File: src/rtl/bmdma_pkg.sv
package bmdma_pkg;
  typedef enum logic [1:0] {
    SZ_B1  = 2'd0,
    SZ_B2  = 2'd1,
    SZ_B4  = 2'd2,
    SZ_BAD = 2'd3
  } acc_size_e;

  localparam int CH_STRIDE = 8;
  localparam int OFS_CMD   = 0;
  localparam int OFS_STS   = 2;
  localparam int OFS_PTR   = 4;

  localparam int CMD_RUN = 0;
  localparam int CMD_DIR = 3;
  localparam int STS_ACT = 0;
  localparam int STS_ERR = 1;
  localparam int STS_INT = 2;

  localparam logic [7:0] STS_RST = 8'h60;
endpackage

File: src/rtl/bmdma_chan.sv
module bmdma_chan
  import bmdma_pkg::*;
(
  input  logic        clk,
  input  logic        rst_n,
  input  logic        wr_cmd,
  input  logic        wr_sts,
  input  logic        wr_ptr,
  input  logic [31:0] wdata,
  input  logic        dev_present,
  input  logic        int_set,
  input  logic        err_set,
  output logic [7:0]  cmd_q,
  output logic [7:0]  sts_q,
  output logic [31:0] ptr_q,
  output logic        start_p,
  output logic        stop_p,
  output logic        start_err
);
  logic [7:0]  cmd_d, sts_d;
  logic [31:0] ptr_d;
  logic        rise, fall, bad, start_d, stop_d;
  logic        cmd_en, sts_en, ptr_en;

  always_comb begin
    cmd_d = wdata[7:0];
    if (cmd_q[CMD_RUN]) cmd_d[CMD_DIR] = cmd_q[CMD_DIR];
    rise    = wr_cmd & ~cmd_q[CMD_RUN] &  cmd_d[CMD_RUN];
    fall    = wr_cmd &  cmd_q[CMD_RUN] & ~cmd_d[CMD_RUN];
    bad     = (rise | fall) & ~dev_present;
    if (bad) cmd_d[CMD_RUN] = cmd_q[CMD_RUN];
    start_d = rise & dev_present;
    stop_d  = fall & dev_present;

    sts_d = sts_q;
    if (wr_sts) begin
      sts_d          = wdata[7:0];
      sts_d[STS_ACT] = sts_q[STS_ACT];
      sts_d[STS_ERR] = sts_q[STS_ERR] & ~wdata[STS_ERR];
      sts_d[STS_INT] = sts_q[STS_INT] & ~wdata[STS_INT];
    end
    if (start_d) sts_d[STS_ACT] = 1'b1;
    if (stop_d)  sts_d[STS_ACT] = 1'b0;
    sts_d[STS_ERR] = sts_d[STS_ERR] | err_set;
    sts_d[STS_INT] = sts_d[STS_INT] | int_set;

    ptr_d = {wdata[31:2], 2'b00};

    cmd_en = wr_cmd;
    sts_en = wr_sts | start_d | stop_d | err_set | int_set;
    ptr_en = wr_ptr;
  end

  always_ff @(posedge clk or negedge rst_n) begin
    if (!rst_n) begin
      cmd_q     <= '0;
      sts_q     <= STS_RST;
      ptr_q     <= '0;
      start_p   <= 1'b0;
      stop_p    <= 1'b0;
      start_err <= 1'b0;
    end else begin
      if (cmd_en) cmd_q <= cmd_d;
      if (sts_en) sts_q <= sts_d;
      if (ptr_en) ptr_q <= ptr_d;
      start_p   <= start_d;
      stop_p    <= stop_d;
      start_err <= bad;
    end
  end

  p_dir_lock_r5: assert property (@(posedge clk) disable iff (!rst_n)
    cmd_q[CMD_RUN] |=> $stable(cmd_q[CMD_DIR]));
  p_start_act_r6: assert property (@(posedge clk) disable iff (!rst_n)
    start_p |-> sts_q[STS_ACT]);
  p_stop_act_r7: assert property (@(posedge clk) disable iff (!rst_n)
    stop_p |-> !sts_q[STS_ACT]);
  p_act_ro_r8: assert property (@(posedge clk) disable iff (!rst_n)
    (wr_sts && !wr_cmd) |=> sts_q[STS_ACT] == $past(sts_q[STS_ACT]));
  p_dev_needed_r11: assert property (@(posedge clk) disable iff (!rst_n)
    (start_p || stop_p) |-> $past(dev_present));
  p_int_set_r12: assert property (@(posedge clk) disable iff (!rst_n)
    int_set |=> sts_q[STS_INT]);
  p_err_set_r12: assert property (@(posedge clk) disable iff (!rst_n)
    err_set |=> sts_q[STS_ERR]);
endmodule

File: src/rtl/bmdma_rdmux.sv
module bmdma_rdmux
  import bmdma_pkg::*;
#(
  parameter int NCH    = 2,
  parameter int ADDR_W = 6,
  parameter int BASE   = 32
) (
  input  logic                   en,
  input  logic [ADDR_W-1:0]      addr,
  input  logic [1:0]             size,
  input  logic [NCH-1:0][7:0]    cmd,
  input  logic [NCH-1:0][7:0]    sts,
  input  logic [NCH-1:0][31:0]   ptr,
  output logic [31:0]            rdata
);
  function automatic logic [7:0] byte_at(int a);
    int o, s;
    logic [7:0] b;
    b = '0;
    o = a - BASE;
    s = o % CH_STRIDE;
    for (int c = 0; c < NCH; c++) begin
      if (o >= c * CH_STRIDE && o < (c + 1) * CH_STRIDE) begin
        if (s == OFS_CMD)      b = cmd[c];
        else if (s == OFS_STS) b = sts[c];
        else if (s >= OFS_PTR) b = ptr[c][8*(s-OFS_PTR) +: 8];
      end
    end
    return b;
  endfunction

  always_comb begin
    int nb;
    rdata = '0;
    case (acc_size_e'(size))
      SZ_B1:   nb = 1;
      SZ_B2:   nb = 2;
      SZ_B4:   nb = 4;
      default: nb = 0;
    endcase
    if (en) begin
      for (int k = 0; k < 4; k++) begin
        if (k < nb) rdata[8*k +: 8] = byte_at(int'(addr) + k);
      end
    end
  end
endmodule

File: src/rtl/bmdma_regs.sv
module bmdma_regs
  import bmdma_pkg::*;
#(
  parameter int NCH    = 2,
  parameter int ADDR_W = 6,
  parameter int BASE   = 32
) (
  input  logic              clk,
  input  logic              rst_n,
  input  logic              io_en,
  input  logic              bm_en,
  input  logic              host_wr,
  input  logic              host_rd,
  input  logic [ADDR_W-1:0] host_addr,
  input  logic [1:0]        host_size,
  input  logic [31:0]       host_wdata,
  output logic [31:0]       host_rdata,
  output logic              size_err,
  input  logic [NCH-1:0]    dev_present,
  input  logic [NCH-1:0]    eng_int_set,
  input  logic [NCH-1:0]    eng_err_set,
  output logic [NCH-1:0]    dma_start,
  output logic [NCH-1:0]    dma_stop,
  output logic [NCH-1:0]    start_err
);
  localparam int BANK_BYTES = NCH * CH_STRIDE;

  logic [1:0]            rst_pipe;
  logic                  rst_s_n;
  logic [NCH-1:0]        wr_cmd, wr_sts, wr_ptr;
  logic [NCH-1:0][7:0]   cmd_all, sts_all;
  logic [NCH-1:0][31:0]  ptr_all;
  logic                  size_err_d;
  acc_size_e             sz;

  always_ff @(posedge clk or negedge rst_n) begin
    if (!rst_n) rst_pipe <= 2'b00;
    else        rst_pipe <= {rst_pipe[0], 1'b1};
  end
  assign rst_s_n = rst_pipe[1];

  assign sz = acc_size_e'(host_size);

  always_comb begin
    int  o, s;
    logic in_bank, wr_ok, bad_wr, bad_rd;
    o       = int'(host_addr) - BASE;
    s       = o % CH_STRIDE;
    in_bank = (o >= 0) && (o < BANK_BYTES);
    wr_ok   = host_wr && io_en && bm_en && in_bank;
    for (int c = 0; c < NCH; c++) begin
      wr_cmd[c] = wr_ok && (o / CH_STRIDE == c) && (s == OFS_CMD) && (sz == SZ_B1);
      wr_sts[c] = wr_ok && (o / CH_STRIDE == c) && (s == OFS_STS) && (sz == SZ_B1);
      wr_ptr[c] = wr_ok && (o / CH_STRIDE == c) && (s == OFS_PTR) && (sz == SZ_B4);
    end
    bad_wr = wr_ok && ((((s == OFS_CMD) || (s == OFS_STS)) && (sz != SZ_B1)) ||
                       ((s >= OFS_PTR) && !((s == OFS_PTR) && (sz == SZ_B4))));
    bad_rd = host_rd && io_en && (sz == SZ_BAD);
    size_err_d = bad_wr || bad_rd;
  end

  always_ff @(posedge clk or negedge rst_s_n) begin
    if (!rst_s_n) size_err <= 1'b0;
    else          size_err <= size_err_d;
  end

  for (genvar c = 0; c < NCH; c++) begin : g_chan
    bmdma_chan u_chan (
      .clk         (clk),
      .rst_n       (rst_s_n),
      .wr_cmd      (wr_cmd[c]),
      .wr_sts      (wr_sts[c]),
      .wr_ptr      (wr_ptr[c]),
      .wdata       (host_wdata),
      .dev_present (dev_present[c]),
      .int_set     (eng_int_set[c]),
      .err_set     (eng_err_set[c]),
      .cmd_q       (cmd_all[c]),
      .sts_q       (sts_all[c]),
      .ptr_q       (ptr_all[c]),
      .start_p     (dma_start[c]),
      .stop_p      (dma_stop[c]),
      .start_err   (start_err[c])
    );
  end

  bmdma_rdmux #(.NCH(NCH), .ADDR_W(ADDR_W), .BASE(BASE)) u_rdmux (
    .en    (io_en & host_rd),
    .addr  (host_addr),
    .size  (host_size),
    .cmd   (cmd_all),
    .sts   (sts_all),
    .ptr   (ptr_all),
    .rdata (host_rdata)
  );

  p_io_gate_r2: assert property (@(posedge clk) disable iff (!rst_s_n)
    (host_wr && !io_en) |=> ($stable(cmd_all) && $stable(ptr_all) && !size_err));
  p_bm_gate_r3: assert property (@(posedge clk) disable iff (!rst_s_n)
    (host_wr && !bm_en) |=> ($stable(cmd_all) && $stable(ptr_all)));
  p_rd_off_r2: assert property (@(posedge clk) disable iff (!rst_s_n)
    !io_en |-> host_rdata == 32'h0);
  p_start_stop_excl_r6: assert property (@(posedge clk) disable iff (!rst_s_n)
    (dma_start & dma_stop) == '0);
endmodule

File: config.mk
export PLATFORM = sky130hd
export DESIGN_NAME = bmdma_regs
export DESIGN_NICKNAME = d
export VERILOG_FILES = /design/src/rtl/bmdma_pkg.sv /design/src/rtl/bmdma_chan.sv /design/src/rtl/bmdma_rdmux.sv /design/src/rtl/bmdma_regs.sv
export SDC_FILE = /design/constraint.sdc
export NUM_CORES = 1
export LEC_CHECK = 0
export BUFFER_PORTS_ARGS = -buffer_cell sky130_fd_sc_hd__buf_4
export CAP_MARGIN = 20
export CORE_MARGIN = 5
export CORE_UTILIZATION = 55
export CTS_BUF_LIST = sky130_fd_sc_hd__clkbuf_4 sky130_fd_sc_hd__clkbuf_8 sky130_fd_sc_hd__clkbuf_16
export CTS_CLUSTER_SIZE = 14
export DETAILED_ROUTE_END_ITERATION = 12
export HOLD_SLACK_MARGIN = 0.06
export PLACE_DENSITY = 0.75
export RECOVER_POWER = 100
export SLEW_MARGIN = 15
export SYNTH_ARGS = -nofsm -noshare
export SYNTH_HDL_FRONTEND = slang
export SYNTH_SLANG_ARGS = --single-unit
File: constraint.sdc
create_clock -name clk -period 5.5 [get_ports clk]
set_input_delay 0.825 -clock clk [delete_from_list [all_inputs] [get_ports clk]]
set_output_delay 0.825 -clock clk [all_outputs]
set_load 0.02 [all_outputs]
# Yosys cells after proc, flatten, opt, wreduce, memory -nomap -nowiden
# Cells that the tools add are included.
# Widths: inputs -> output; s select.
# word_totals
output_inout_bits,39
n_memories,0
latchBits,0
mem_bits_ro,0
ram_bits,0
regBits,101
# classes
reduce_logical,57
mul,0
bitwise_logic,46
n_div,0
n_eq_ne,9
order_cmp,24
n_shift,8
addsub,12
muxes,44
# op_table
cell,n
$mux 8,36
$shiftx 32x32->8,8
$logic_not 32->1,5
$ge 32x1->1 const B,4
$ge 32x5->1 const B,4
$lt 32x5->1 const B,4
$lt 32x6->1 const B,4
$sub 32x7->32 const B,3
$add 32x1->32,1
$eq 32x2->1 const B,1
$logic_and 1x1->1,32
$mux 32,1
$and 1x1->1,23
$sub 4x4->5 const B,4
$eq 4x3->1 const B,4
$ge 4x4->1 const B,4
$reduce_and 2->1,8
$add 6x2->7 const B,2
$or 1x1->1,14
$reduce_or 3->1,4
$not 1->1,9
$pmux 3 s3,1
$add 6x1->7 const B,1
$sub 6x6->7 const B,1
other kinds (11),22

# Logic depth before layout (Yosys ltp)
# Gate-level depths: netlist of run 1.
# logic_depth
depth_word,16
depth_mapped,16

# By module
# Synthesis of run 1 repeated with hierarchy kept, for this count alone.
# unflattened
hier_cells,785
hier_area_um2,8445.6
# by_module_without_submodules
module,cells_per_inst,instances,area_per_inst_um2
bmdma_rdmux,523,1,4395.5
bmdma_chan,113,2,1868.0
bmdma_regs,36,1,314.1

# Least setup slack after synthesis of run 1
# OpenSTA, ideal clock, no wires.
# synth_timing
path_type,input -> output
from,in host_addr[0]
to,out host_rdata[8]
cell_stages,15
path_slack_ps,719
arrival_ps,3956
cell_sequence,buf_4 > buf_6 > buf_4 > clkbuf_1 > nand4_1 > xnor2_1 > inv_1 > ha_1 > nand2b_1 > ha_1 > and2_1 > nand3b_1 > o311ai_0 > o21ai_0 > a221oi_1
# synth_between
elab_chain_len,16
elab_cells_between_ends,26
classes_between,3 x add/sub; 5 x order compare; 1 x eq/ne; 2 x shift; 10 x mux; 1 x bitwise; 4 x reduce/logical
# synth_lines
element,line_no,source
"start, declared",bmdma_regs.sv:14,"input logic [ADDR_W-1:0] host_addr,"
$add 6x1->7 (*),bmdma_rdmux.sv:43,if (k < nb) rdata[8*k +: 8] = byte_at(int'(addr) + k);
$sub 32x7->32 (*),bmdma_rdmux.sv:20,o = a - BASE;
$reduce_or 3->1 (no line),n/a,
$and 1x1->1 (no line),n/a,
$sub 4x4->5,bmdma_rdmux.sv:26,else if (s >= OFS_PTR) b = ptr[c][8*(s-OFS_PTR) +: 8];
$shiftx 32x32->8,bmdma_rdmux.sv:26,
$mux 8,bmdma_rdmux.sv:26,
$mux 8,bmdma_rdmux.sv:25,else if (s == OFS_STS) b = sts[c];
$mux 8,bmdma_rdmux.sv:24,if (s == OFS_CMD) b = cmd[c];
$mux 8,bmdma_rdmux.sv:23,if (o >= c * CH_STRIDE && o < (c + 1) * CH_STRIDE) begin
$mux 8,bmdma_rdmux.sv:26,
$mux 8,bmdma_rdmux.sv:25,
$mux 8,bmdma_rdmux.sv:24,
$mux 8 (*),bmdma_rdmux.sv:23,
$mux 8 (*),bmdma_rdmux.sv:43,
$mux 32 (*),bmdma_rdmux.sv:41,if (en) begin
"end, declared",bmdma_regs.sv:17,"output logic [31:0] host_rdata,"
# Every way passes the cells marked *; elsewhere a longest branch is shown, timed or not.

# Final worst setup path of run 1
# layout_timing
from,in host_addr[0]
to,reg g_chan[0].u_chan.ptr_q[6]
# layout_between
elab_chain_len,8
elab_cells_between_ends,13
classes_between,2 x add/sub; 2 x order compare; 1 x eq/ne; 1 x bitwise; 7 x reduce/logical
# layout_lines
element,line_no,source
$sub 6x6->7 (*),bmdma_regs.sv:47,o = int'(host_addr) - BASE;
$reduce_or 3->1 (no line),n/a,
$and 1x1->1 (no line),n/a,
$add 32x1->32 (no line),n/a,
$logic_not 32->1,bmdma_regs.sv:54,wr_ptr[c] = wr_ok && (o / CH_STRIDE == c) && (s == OFS_PTR) && (sz == SZ_B4);
$logic_and 1x1->1,bmdma_regs.sv:54,
$logic_and 1x1->1 (*) (2 in a row),bmdma_regs.sv:54,
"end signal, assigned",bmdma_chan.sv:65,if (ptr_en) ptr_q <= ptr_d;
"end, declared",bmdma_chan.sv:15,"output logic [31:0] ptr_q,"
# Marks and branches as above.
# A chain may end at the register's enable or synchronous reset.

==> results of run 1 <==
==> cell usage in the layout (no fill, tap or decap), types with 5 or more instances in the layout <==
| master | netlist | layout |
|---|---|---|
| o22ai_1 | 6 | 6 |
| o211ai_1 | 13 | 13 |
| a21oi_1 | 26 | 26 |
| mux4_2 | 48 | 48 |
| and2_1 | 8 | 6 |
| nor3_1 | 15 | 15 |
| xnor2_1 | 5 | 5 |
| mux2_2 | 82 | 81 |
| nand2b_1 | 17 | 17 |
| a22o_1 | 5 | 5 |
| inv_1 | 22 | 22 |
| nand3_1 | 12 | 12 |
| a221oi_1 | 13 | 13 |
| clkbuf_16 | 0 | 9 |
| nand3b_1 | 6 | 6 |
| nor2_1 | 13 | 13 |
| nor2b_1 | 5 | 5 |
| nand4_1 | 5 | 5 |
| dfrtp_1 | 97 | 97 |
| and3_1 | 10 | 10 |
| o2bb2ai_1 | 6 | 6 |
| clkbuf_1 | 32 | 35 |
| a221o_1 | 18 | 18 |
| nor4_1 | 5 | 5 |
| buf_4 | 9 | 73 |
| mux2i_1 | 21 | 21 |
| o21ai_0 | 36 | 37 |
| a21o_1 | 6 | 6 |
| a211oi_1 | 10 | 10 |
| ha_1 | 36 | 36 |
| nor3b_1 | 17 | 17 |
| nand2_1 | 117 | 117 |
| o221ai_1 | 18 | 18 |
==> worst max-delay path: stages <==
cell and delay [ps]:
buf_4 160, inv_1 70, buf_4 180, ha_1 290, a21oi_1 240, ha_1 220
ha_1 150, inv_1 40, ha_1 170, or4b_2 630, nor4b_1 1050, and3_2 910
mux2_2 420
==> kinds of logic after synthesis <==
family                     after synthesis  synth area share (%)
AOI/OAI and AO/OA                      189                 16.47
xor gates and xnor gates                 8                0.8407
adders and majority gates               36                 5.405
buffers and inverters                   91                 5.480
DFF                                    101                 30.39
muxes                                  151                 26.57
other                                    1               0.04500
and+or+nand+nor                        242                 14.80
==> through the flow <==
| stage | total power, W | hold WS, ps | area [um^2] | setup WS, ps | cells |
|---|---|---|---|---|---|
| 2_1_floorplan | 0.0009410 | 331.2 | 8334 | 718.9 | 819 |
| 3_3_place_gp | 0.001030 | 337.6 | 9017 | 651.5 | 1047 |
| 3_5_place_dp | 0.001033 | 338.7 | 9017 | 520.9 | 1047 |
| 4_1_cts | 0.001723 | 214.5 | 9345 | 525.4 | 1063 |
| 5_1_grt | 0.001778 | 230.4 | 9185 | 77.61 | 1063 |
| 6_report | 0.001709 | 224.7 | 9185 | 361.4 | 1063 |
==> layer usage <==
layer	share of wire (%)	up-vias	wire (um)	track usage, %
met2	45	406	11010	41.59
met4	2.2	0	548	7.086
li1	-	3220	-	-
met3	11	41	2673	5.702
met1	42	3583	10380	42.26
met5	0	-	0	0
==> layout make-up <==
type	instances	area (um^2)
Clock buffer	9	225.2
Clock inverter	7	102.6
Fill cell	1289	5848
Inverter	22	82.58
Multi-Input combinational cell	627	5323
Sequential cell	101	2532
Tap cell	188	235.2
Timing Repair Buffer	109	684.4
==> cells in the mapped netlist (all sizes together) (6+ instances only) <==
library cell / instances
o221ai: 18
nor3: 15
inv: 22
ha: 36
nor2: 13
nand2: 117
nand3b: 6
clkbuf: 32
o211ai: 13
nor3b: 17
mux2i: 21
a21oi: 27
nand3: 12
and2: 8
o21ai: 38
mux2: 82
o2bb2ai: 6
nand2b: 17
dfrtp: 97
a21o: 6
buf: 37
a221oi: 13
a211oi: 10
a221o: 18
o22ai: 6
and3: 13
mux4: 48
==> sequential cells by signal (all words and copies together), names as in the netlist <==
| register | flops |
|---|---|
| g_chan.u_chan.stop_p | 2 |
| g_chan.u_chan.start_err | 2 |
| g_chan.u_chan.start_p | 2 |
| g_chan.u_chan.cmd_q | 16 |
| g_chan.u_chan.sts_q | 16 |
| size_err | 1 |
| g_chan.u_chan.ptr_q | 60 |
| rst_pipe | 2 |
==> worst paths after layout <==
kind                              start                   endpoint  slack [ps]  cells after the start
setup / recovery           host_addr[0]  g_chan[0].u_chan.ptr_q[6]         360                     13
hold / removal                    rst_n                rst_pipe[1]         220                      1
setup reg to reg            rst_pipe[1]  g_chan[0].u_chan.sts_q[0]        1360                      1
hold reg to reg             rst_pipe[0]                rst_pipe[1]         350                      0
max in group asynchronous   rst_pipe[1]  g_chan[0].u_chan.sts_q[0]        1360                      1
min in group clk            rst_pipe[0]                rst_pipe[1]         350                      0
==> report_power, final <==
part	total (W)	switching, W	internal, W
clock network	0.000690	0.000320	0.000370
registers	0.000750	0.00000661	0.000743
logic	0.000270	0.000169	0.000101
==> qor.yml, run 1 <==
power_and_ir_drop:
  vdd_drop_max_v: 0.0002040
  p_per_area_nw_per_um2: 186.1
  p_leak_nw: 3.960
logic_synthesis:
  netlist_area_um2: 8334
  ys_seq_area_share_pct: 30.39
  synth.avg_cell_area_um2: 10.18
  syn_nets: 907
  ys_ff_latch: 101
  yosysWarnings: 0
  ys_types: 64
  postSynthCellCount: 819
  synth_edf_count: 0
  netlist.area_leader.share_pct: 29.12
  yosys_most_used_dff: "dfrtp_1"
  ys_top_cells_by_area: "dfrtp_1 29%, mux4_2 13%, mux2_2 11%, ha_1 5.4%, nand2_1 5.3%"
  synth_area_leader_cell: "dfrtp_1"
  ys_async_sr_fraction_pct: 100.0
die:
  fp.coreArea_um2: 15030
  die_width_um: 133.1
  io_pins: 91
  start_util_pct: 55.44
  die_area_um2: 17720
  row_count: 45
  fp.dieH_um: 133.1
timing:
  finalMaxSlewViolations: 102
  grt_setup_unrepaired: "false"
  relSlewSlack_pct: -86.30
  finalCritPeriodShare_pct: 93.43
  tightestPinTransition_ps: 2795
  fin_crit_ps: 5139
  fin_tns_setup_ps: 0
  fin_skew_ps: 11.37
  hold_viol_final: 0
  finalSetupViolCount: 0
  max_freq_mhz: 194.6
setup_path:
  end_kind: "flop"
  worstPathMaxFanout: 30
  cp.arrival_ps: 5380
  crit_required_ps: 5740
  critPathKind: "in2reg"
  start_kind: "input pin"
finish:
  diodes: 0
  final_util_pct: 61.10
  drive_gt1_share_pct: 26.86
  fin_nets: 958
  area_growth_syn_to_layout_pct: 10.21
min_path:
  min_path_type: "in2async"
detailed_routing:
  drc_errors: 0
  wl_um: 24610
  first_pass_iters: 6
  wl_per_cell_um: 23.15
  viasPerCell: 6.820
  initialDrtViolationCount: 891
  vias: 7250
  ant_nets: 0
placement:
  gp_congestion: 0.9761
  port-buffer-count: 90
  dp_hpwl_um: 18610
clock_tree:
  post_cts_resized: 0
  clk_pin_slew_ps: 80
  hold_buffers: 0
  cts_sinks: 101
  numCtsBuffers: 9
  cts_tree: "yes"
  cts.htree.levels: 3
  clkLatencyLatePin_ps: 360
  clk_path_buf_depth: 2
  post_cts_buffers: 0
  root_buffer: "clkbuf_16"
global_routing:
  grt_first_pass_wirelength_um: 39030
  grt_pass1_vias: 6651
  gr-total-overflow: 0
  grt_use_total_pct: 28.02
  grt_max_degree: 69
  antenna_found_initial: 0
flow_run:
  drv_cap: 2
run_status:
  violations: "capacitance limit, slew limit"
  status: "complete, but fails checks"
No activity file was read; power rests on OpenSTA's default activity.
==> run 2: changes to the inputs <==
PLACE_DENSITY = 0.78   (was 0.75)
clock period = 4.4 ns   (was 5.5 ns; I/O delays follow)
==> run 2 against run 1 <==
Effect of this change:
- the flow still finishes with violations (capacitance limit, slew limit)
- register-to-register slack better by 120 ps
- combinational power rose by 31%
- cell count up 1.6%
- clock skew decreased by 1.3 ps
- sequential share of layout area is 0.57 points lower
- first-iteration DRC count up 0.22%
- final area increased by 2.1%
- worst setup slack lost 180 ps
- critical path type is now in2out
- routed wire length increased by 1.6%
- critical path depth increased by 1
==> qor.yml, run 2 (same netlist as run 1, synthesis figures left out) <==
setup_path:
  cp_top_family: "simple AND/OR/NAND/NOR gates"
  crit_chain: "buf_4, ha_1, nand3_1, xnor2_1, inv_1, ha_1, nand2_1, ha_1, and2_1, nand2_1, nand2_1, o221ai_1, a21oi_1, buf_4"
  cp.arrival_ps: 3560  # -1820 ps
  cpPeakStageDelay_ps: 620  # -430 ps
  timing.rr.start: "rst_pipe[1]"
  cp_slowest_cell: "and2_1"
  crit_start: "host_addr[2]"
  rrSetupSlack_ps: 1480  # +120 ps
  start_kind: "input pin"
  cp.buffers_inverters: 3  # -1
  worstPathMaxFanout: 19  # -37%
  critPathKind: "in2out"
  reg2reg_depth: 1  # unchanged
  end_kind: "output port"
  crit_required_ps: 3740  # -2000 ps
  timing.rr.end: "g_chan[0].u_chan.ptr_q[12]"
clock_tree:
  root_buffer: "clkbuf_16"
  cts_sinks: 101  # unchanged
  clkLatencyLatePin_ps: 360  # about the same
  cts.htree.levels: 3  # unchanged
  clk_path_buf_depth: 2  # unchanged
  cts_tree: "yes"
  clk_pin_slew_ps: 80  # about the same
  post_cts_buffers: 0  # unchanged
  numCtsBuffers: 9  # unchanged
timing:
  hold_viol_final: 0  # unchanged
  finalCritPeriodShare_pct: 95.94
  fin_tns_setup_ps: 0  # unchanged
  tightestPinTransition_ps: 1916  # -878.3 ps
  fin_skew_ps: 10.08  # -1.283 ps
  relSlewSlack_pct: -27.75  # +59 points
  finalMaxSlewViolations: 48  # -53%
  finalSetupViolCount: 0  # unchanged
  max_freq_mhz: 236.9
  grt_setup_unrepaired: "false"
  fin_crit_ps: 4221
die:
  start_util_pct: 55.44  # unchanged
  die_area_um2: 17720  # unchanged
  row_count: 45  # unchanged
  fp.dieH_um: 133.1  # unchanged
  fp.coreArea_um2: 15030  # unchanged
  die_width_um: 133.1  # unchanged
  io_pins: 91  # unchanged
finish:
  final_common_cell: "nand2_1"
  reg_top3: "g_chan.u_chan.ptr_q (60), g_chan.u_chan.cmd_q (16), g_chan.u_chan.sts_q (16)"
  multi_input_area_um2: 5346  # +0.45%
  regMostFlops: "g_chan.u_chan.ptr_q"
  largest_reg_flops: 60  # unchanged
  n_fill_cell: 1240  # -3.8%
  drive_gt1_share_pct: 30.49  # +3.6 points
  seqCellArea_um2: 2532  # unchanged
  fin_nets: 975  # +1.8%
  final_cell_mix: "117 x nand2_1, 97 x dfrtp_1, 89 x buf_4"
  area_growth_syn_to_layout_pct: 12.54
  diodes: 0  # unchanged
flow_run:
  drv_cap: 1  # -1
min_path:
  worstHoldEndpoint: "rst_pipe[1]"
  min_path_type: "reg2reg"
  whs_path_depth: 0
  hold_path.startpoint: "rst_pipe[0]"
power_and_ir_drop:
  p_leak_nw: 4.103  # +3.6%
  vdd_drop_max_v: 0.0002674  # +31%
  p_total_w: 0.002134  # +25%
  p_per_area_nw_per_um2: 227.5  # +22%
global_routing:
  grt_first_pass_wirelength_um: 39800  # +2.0%
  grt_pass1_vias: 6740  # +1.3%
  grt_max_degree: 69  # unchanged
  antenna_found_initial: 0  # unchanged
  grt_use_total_pct: 28.49  # +0.47 points
  gr-total-overflow: 0  # unchanged
detailed_routing:
  first_pass_iters: 6  # unchanged
  wl_per_cell_um: 23.16  # about the same
  wl_um: 25020  # +1.6%
  initialDrtViolationCount: 893  # +0.22%
  viasPerCell: 6.766  # -0.80%
  ant_nets: 0  # unchanged
  vias: 7307  # +0.79%
  drc_errors: 0  # unchanged
placement:
  dp_hpwl_um: 19360  # +4.0%
  gp_congestion: 0.9988  # +2.3%
  port-buffer-count: 90  # unchanged
run_status:
  status: "complete, but fails checks"
  violations: "capacitance limit, slew limit"
==> run 2: cell types whose count changed in the layout (fill, tap and decap cells not counted), moves of 2 or more <==
cell / change
buf_4: +16
clkbuf_2: +14
clkinv_8: +2
clkbuf_1: -16
==> run 2: layout make-up <==
| type | count | area share (%) |
|---|---|---|
| clock buffers | 9 | 2.401 |
| clock inverters | 7 | 1.081 |
| inverters | 22 | 0.8805 |
| multi-input cells | 627 | 57.00 |
| flip-flops and latches | 101 | 27.00 |
| well taps | 188 | 2.508 |
| repair buffers | 126 | 9.125 |
==> run 2: report_power, final <==
group	total, W	internal, W	switching (W)
clock network	0.000842	0.000417	0.000425
registers	0.000938	0.000929	0.00000892
logic	0.000354	0.000138	0.000217
==> run 2: layer usage <==
| layer | routed length, um | up-vias | part of all wire (%) | track usage, % |
|---|---|---|---|---|
| li1 | - | 3256 | - | - |
| met1 | 10600 | 3589 | 42 | 43.28 |
| met4 | 478 | 0 | 1.9 | 6.571 |
| met5 | 0 | - | 0 | 0 |
| met3 | 2687 | 42 | 11 | 5.363 |
| met2 | 11250 | 420 | 45 | 42.52 |
==> run 2: worst max-delay path by stage <==
stage,endpoint,slack [ps],cells past startpoint
floorplan,host_rdata[31],4,15
global placement,host_rdata[21],180,13
detailed placement,host_rdata[21],120,13
CTS,host_rdata[21],90,13
global route,host_rdata[13],10,15
finish,host_rdata[22],180,14
==> run 2: repair_timing <==
| action | in CTS | in global routing |
|---|---|---|
| setup endpoints to repair | 0 | 5 |
| resized for setup | 0 | 4 |
| hold buffers | 1 | 0 |
| hold endpoints to repair | 2 | 0 |
==> run 2: stage by stage <==
| step | worst slack, ps | util [%] | area (um^2) | hold WS, ps | cells |
|---|---|---|---|---|---|
| detailed placement | 115.6 | 61.07 | 9181 | 335.6 | 1063 |
| finish | 178.7 | 62.39 | 9379 | 352.1 | 1080 |
| global placement | 182.1 | 61.07 | 9181 | 333.7 | 1063 |
| CTS | 92.31 | 63.31 | 9518 | 354.8 | 1080 |
| global route | 11.38 | 62.39 | 9379 | 362.3 | 1080 |
| floorplan | 4.123 | - | 8341 | 331.2 | 819 |
